## src/rtl/spi_mem_engine.sv

```systemverilog
module spi_mem_engine #(
  parameter int ADDR_W = 18,
  parameter int ID_LEN = 9,
  parameter logic [ID_LEN*8-1:0] ID_VAL = 72'h3CA5_1122_3344_5566_77
) (
  input  logic              clk,
  input  logic              rst_n,
  input  logic              sck,
  input  logic              cs_n,
  input  logic              si,
  output logic              so,
  output logic              so_oe,
  output logic              mem_we,
  output logic [ADDR_W-1:0] mem_addr,
  output logic [7:0]        mem_wdata,
  input  logic [7:0]        mem_rdata,
  input  logic              mem_wr_ok,
  output logic              wel,
  input  logic [7:0]        sr_rdata,
  input  logic              sr_wr_ok,
  output logic              sr_wr_stb,
  output logic [7:0]        sr_wr_data,
  output logic              sleep
);
  localparam int IDX_W = $clog2(ID_LEN + 1);
  localparam int ADDR_BYTES = 3;

  typedef enum logic [2:0] {S_OPC, S_ADR, S_DUM, S_RD, S_WR, S_SRW, S_OUT, S_DROP} st_t;

  st_t              st;
  logic             sck_q, cs_q;
  logic [2:0]       bcnt;
  logic [1:0]       acnt;
  logic [6:0]       sh;
  logic [7:0]       obyte, op;
  logic [ADDR_W-1:0] addr;
  logic             blk, clr_pend, sleep_arm, out_on, is_id;
  logic [IDX_W-1:0] idx;

  wire rise    = sck & ~sck_q & ~cs_n;
  wire fall    = ~sck & sck_q & ~cs_n;
  wire cs_fall = ~cs_n & cs_q;
  wire cs_rise = cs_n & ~cs_q;
  wire [7:0] inb = {sh, si};
  wire byte_done = rise && (bcnt == 3'd7) && (st != S_DROP);

  function automatic logic [7:0] id_byte(input logic [IDX_W-1:0] i);
    logic [ID_LEN*8-1:0] t;
    t = ID_VAL << (8 * i);
    return t[ID_LEN*8-1 -: 8];
  endfunction

  wire [7:0] src = (st == S_RD) ? mem_rdata : (is_id ? id_byte(idx) : sr_rdata);

  assign mem_addr = addr;
  assign so       = obyte[7];
  assign so_oe    = out_on;

  always_ff @(posedge clk or negedge rst_n) begin
    if (!rst_n) begin
      st <= S_OPC; sck_q <= 1'b0; cs_q <= 1'b1; bcnt <= '0; acnt <= '0;
      sh <= '0; obyte <= '0; op <= '0; addr <= '0; blk <= 1'b0;
      clr_pend <= 1'b0; sleep_arm <= 1'b0; out_on <= 1'b0; is_id <= 1'b0;
      idx <= '0; wel <= 1'b0; sleep <= 1'b0; mem_we <= 1'b0; mem_wdata <= '0;
      sr_wr_stb <= 1'b0; sr_wr_data <= '0;
    end else begin
      sck_q <= sck;
      cs_q <= cs_n;
      mem_we <= 1'b0;
      sr_wr_stb <= 1'b0;
      if (mem_we) addr <= addr + 1'b1;
      if (cs_n) begin
        st <= S_OPC; bcnt <= '0; acnt <= '0; out_on <= 1'b0; blk <= 1'b0; idx <= '0;
        if (cs_rise && clr_pend) wel <= 1'b0;
        if (cs_rise && sleep_arm) sleep <= 1'b1;
        clr_pend <= 1'b0;
        sleep_arm <= 1'b0;
      end else if (cs_fall && sleep) begin
        sleep <= 1'b0;
        st <= S_DROP;
      end else begin
        if (rise && st != S_DROP) begin
          sh <= inb[6:0];
          bcnt <= bcnt + 1'b1;
        end
        if (byte_done) begin
          case (st)
            S_OPC: begin
              case (inb)
                8'h06: begin wel <= 1'b1; st <= S_DROP; end
                8'h04: begin wel <= 1'b0; st <= S_DROP; end
                8'h05: begin is_id <= 1'b0; st <= S_OUT; end
                8'h9F: begin is_id <= 1'b1; st <= S_OUT; end
                8'h01: begin clr_pend <= 1'b1; st <= S_SRW; end
                8'h03, 8'h0B: begin op <= inb; st <= S_ADR; end
                8'h02: begin op <= inb; clr_pend <= 1'b1; st <= S_ADR; end
                8'hB9: begin sleep_arm <= 1'b1; st <= S_DROP; end
                default: st <= S_DROP;
              endcase
            end
            S_ADR: begin
              addr <= {addr[ADDR_W-9:0], inb};
              acnt <= acnt + 1'b1;
              if (acnt == 2'(ADDR_BYTES - 1))
                st <= (op == 8'h02) ? S_WR : ((op == 8'h0B) ? S_DUM : S_RD);
            end
            S_DUM: st <= S_RD;
            S_WR: begin
              if (!blk && wel && mem_wr_ok) begin
                mem_we <= 1'b1;
                mem_wdata <= inb;
              end else begin
                blk <= 1'b1;
              end
            end
            S_SRW: begin
              if (wel && sr_wr_ok) begin
                sr_wr_stb <= 1'b1;
                sr_wr_data <= inb;
              end
              st <= S_DROP;
            end
            default: ;
          endcase
        end
        if (fall && (st == S_RD || st == S_OUT)) begin
          out_on <= 1'b1;
          if (bcnt == 3'd0) begin
            obyte <= src;
            if (st == S_RD) addr <= addr + 1'b1;
            if (st == S_OUT && is_id && idx != IDX_W'(ID_LEN)) idx <= idx + 1'b1;
          end else begin
            obyte <= {obyte[6:0], 1'b0};
          end
        end
      end
    end
  end

  AST_SO_QUIET_DESEL: assert property (@(posedge clk) disable iff (!rst_n)
    (cs_n && $past(cs_n)) |-> !so_oe);
  AST_WE_NEEDS_LATCH: assert property (@(posedge clk) disable iff (!rst_n)
    mem_we |-> wel);
  AST_WE_SINGLE_PULSE: assert property (@(posedge clk) disable iff (!rst_n)
    mem_we |=> !mem_we);
  AST_ADDR_STEP: assert property (@(posedge clk) disable iff (!rst_n)
    mem_we |=> (mem_addr == ADDR_W'($past(mem_addr) + 1'b1)));
  AST_SR_NEEDS_LATCH: assert property (@(posedge clk) disable iff (!rst_n)
    sr_wr_stb |-> wel);
  AST_SLEEP_SILENT: assert property (@(posedge clk) disable iff (!rst_n)
    sleep |-> (!so_oe && !mem_we && !sr_wr_stb));
endmodule

```

## config.mk

```make
export PLATFORM = sky130hd
export DESIGN_NAME = spi_mem_engine
export DESIGN_NICKNAME = d
export VERILOG_FILES = /design/src/rtl/spi_mem_engine.sv
export SDC_FILE = /design/constraint.sdc
export NUM_CORES = 1
export LEC_CHECK = 0
export ABC_AREA = 1
export CORE_MARGIN = 10
export CORE_UTILIZATION = 55
export DETAILED_ROUTE_END_ITERATION = 6
export DONT_BUFFER_PORTS = 1
export PLACE_DENSITY = 0.7
export SYNTH_ARGS = -nofsm -noshare
export SYNTH_HDL_FRONTEND = slang
export SYNTH_SLANG_ARGS = --single-unit
export TNS_END_PERCENT = 50
```

## constraint.sdc

```tcl
create_clock -name clk -period 1.7 [get_ports clk]
set_input_delay 0 -clock clk [delete_from_list [all_inputs] [get_ports clk]]
set_output_delay 0 -clock clk [all_outputs]
set_load 0.02 [all_outputs]
```

==> key figures <==
Pwr
  • Total power: 6290 uW
  • Max VDD drop: 0.482 mV
  • Leak pwr: 0.00289 uW
  • Power Density: 1060 nW/um^2

Yosys
  • YS warnings: 0
  • Synth area leaders: dfrtp_1, nand2_1, inv_1
  • Gate Count Post-Synth: 646
  • Post-synthesis cell type count: 42
  • Post-synth top flop: dfrtp_1
  • Area share of the largest cell type after synthesis: 0.410
  • EDFF count, synth: 0
  • Mapped cell area: 4820 um^2
  • Seq/Total Area, Yosys: 0.416
  • Synth area leader: dfrtp_1
  • Yosys reg bits: 80
  • Avg Cell Area, Syn: 7.45 um^2
  • Post-synth ARST share: 1.00
  • Post-Syn Nets: 680

Finish
  • FILL cells: 727
  • Area delta synth->final: 23.7%
  • Fraction of layout cells with a size suffix above 1: 0.204
  • Finished Layout Cells: 833
  • Utilization after layout: 0.690
  • Final #Nets: 754
  • Antenna Cells: 0

Worst setup path
  • Worst Reg-to-Reg Cells: 10
  • Cell Chain, Critical Path: inv_4 > nor3_4 > buf_12 > nor2_4 > nand2_4 > nand2_2 > inv_2 > nand2_2 > o21ai_2 > nor2_1
  • Top delay family on crit path: simple AND/OR/NAND/NOR gates
  • Crit end category: flop
  • Crit Path Category: flop to flop
  • Most frequent CP cell: nand2_2
  • Max incr delay on CP: 0.55 ns
  • Worst setup SP type: flop
  • CP Max Fanout: 5
  • Buf/Inv on CP: 3
  • Worst Path Required: 1.97 ns
  • CP Depth: 10
  • Slowest cell on crit path: dfstp_2
  • Crit path DAT: 1.93 ns

Routing
  • DRT Pass-1 Iters: 5
  • DRC Markers: 0
  • DRT iter0 DRCs: 421
  • DR vias: 4,714
  • Vias per cell: 5.66
  • Routed WL per cell: 15.8 um
  • Post-route ant nets: 0
  • Routed WL: 13,200 um

Clocking
  • CTS H-tree depth: 3
  • CTS buffer count: 9
  • CTS tree: done
  • Maximum clock insertion buffer count: 2
  • Root buffer cell: clkbuf_8
  • Clock Pin Slew Worst Setup and Hold Paths: 0.10 ns
  • Hold Buf Count CTS: 21
  • Sink Count: 80
  • Clk_lat worst skew: 0.37 ns

Timing
  • Final setup TNS: 0 ns
  • Fin. max-slew vios: 0
  • WHS: -0.693 ns
  • Fin crit share: 0.976
  • Max Freq: 603 MHz
  • Setup violations, final: 0
  • Least-Margin Pin Slew: 0.608 ns
  • Fin. Hold Viols: 80
  • Slew HR: 0.595
  • Max Clock Skew: 0.0137 ns
  • Min Tclk post-route: 1.66 ns
  • RSZ-0062 raised after global routing: yes

Place
  • Cells after DPL: 779
  • Post-DP HPWL: 9270 um
  • Port Buffers: 0
  • Gpl congestion: 0.941

Global route
  • Vias in the first global route: 4,633
  • Initial antenna violation count: 0
  • First-pass GRT wire length: 22,000 um
  • Pin count of the biggest net entering global routing: 81
  • GRT Util Overall: 0.204
  • GRT overflow: 0

Outcome
  • Failing checks: negative hold slack
  • Status: finished, violations left

Flow run
  • Max_cap viols: 0

Die
  • # IOs: 63
  • Die width: 114 um
  • Die H: 114 um
  • Initial Util: 0.558
  • Core Region: 8640 um^2
  • Die area: 12,900 um^2
  • Row Count: 34

Min path
  • Class of the worst hold path: primary input to async pin
[cells in the final DEF, fill, tap and decap left out, types with 8 or more instances in the layout]
| master | n |
|---|---|
| nand2_1 | 144 |
| dfrtp_1 | 77 |
| inv_1 | 63 |
| buf_4 | 56 |
| nor2_1 | 49 |
| a21oi_1 | 49 |
| nand3_1 | 47 |
| o21ai_0 | 42 |
| o21ai_1 | 27 |
| dlygate4sd3_1 | 20 |
| inv_2 | 16 |
| xor2_1 | 9 |
| clkbuf_8 | 9 |
| nor3_1 | 8 |
[worst reg2reg max path, delay by kind of cell, from the launching register on]
family / cells / cell delay [ns]
buffers and inverters: 3 / 0.28
AO/OA/AOI/OAI: 1 / 0.13
flip-flops: 1 / 0.55
AND/OR/NAND/NOR: 6 / 0.59
[final cells by class]
| cell class | instances | area, um^2 | share of cell area |
|---|---|---|---|
| timing repair buffer | 82 | 707 | 0.119 |
| clock inverter | 6 | 115 | 0.0193 |
| inverter | 83 | 319 | 0.0536 |
| clock buffer | 10 | 128 | 0.0214 |
| tap | 108 | 135 | 0.0227 |
| multi-input combinational | 464 | 2550 | 0.428 |
| sequential | 80 | 2010 | 0.337 |
[metrics by stage]
| step | area (um^2) | setup slack, ns |
|---|---|---|
| floorplan | 4820 | 0.0798 |
| global placement | 5210 | 0.0467 |
| detailed placement | 5210 | -0.0255 |
| CTS | 5670 | 0.00161 |
| global route | 5960 | -0.0712 |
| finish | 5960 | 0.0413 |
[routing by layer]
layer / track usage / wire length [um]
met5: 0 / 0
met4: 0.0804 / 332
met3: 0.0488 / 889
met2: 0.348 / 6530
met1: 0.243 / 5450
[registers in the layout, indices dropped and copies added (netlist names), 3 cells and up]
name        cells
bcnt            3
idx             4
mem_addr       18
mem_wdata       8
obyte           8
op              8
sh              7
sr_wr_data      8
st              3
[kinds of logic after synthesis]
group                      count (synthesis)  share of synthesized area
buffers and inverters                    102                     0.0850
DFF                                       80                      0.416
muxes                                      1                    0.00208
xor gates and xnor gates                  12                     0.0218
and+or+nand+nor                          296                      0.286
AOI/OAI and AO/OA                        144                      0.160
adders and majority gates                 11                     0.0286
[what timing repair did]
item	in CTS	in global routing
pin swaps	1	12
setup buffers	1	16
hold endpoints to repair	110	80
endpoints found under the setup margin	10	49
gates resized for setup	2	62
[where the power goes]
part / switching [uW] / total (uW) / internal, uW
registers: 303 / 2480 / 2180
clock network: 777 / 1760 / 984
logic: 1250 / 2050 / 794
total: 2330 / 6290 / 3960
[synth_stat cells (2+ instances only)]
cell type and n:
nor3_4 3, inv_2 8, nand3_2 2, clkbuf_1 4, nor2_4 3, nand3_1 49, nor2_1 54, buf_4 2
o21ai_0 51, o221ai_1 2, nand2_4 4, dfrtp_1 79, nand2_1 150, buf_1 3, xnor2_1 2, o211ai_1 7
nand3_4 2, o21ai_1 22, ha_1 11, nand2_2 2, nand4_1 7, a21oi_1 53, buf_2 8, o22ai_1 5
nor2_2 3, nor3_1 9, nor4_1 4, inv_1 74, xor2_1 10
[worst paths after layout]
check                                to  startpoint  slack (ns)
setup / recovery           mem_addr[10]        cs_q        0.04
hold / removal                    sh[3]       rst_n       -0.69
setup reg to reg           mem_addr[10]        cs_q        0.04
hold reg to reg                obyte[0]    obyte[0]        0.49
max in group asynchronous          cs_q       rst_n        2.16
min in group clk              sr_wr_stb    sr_wr_ok        0.02
Power figures use the tool's default switching activity.
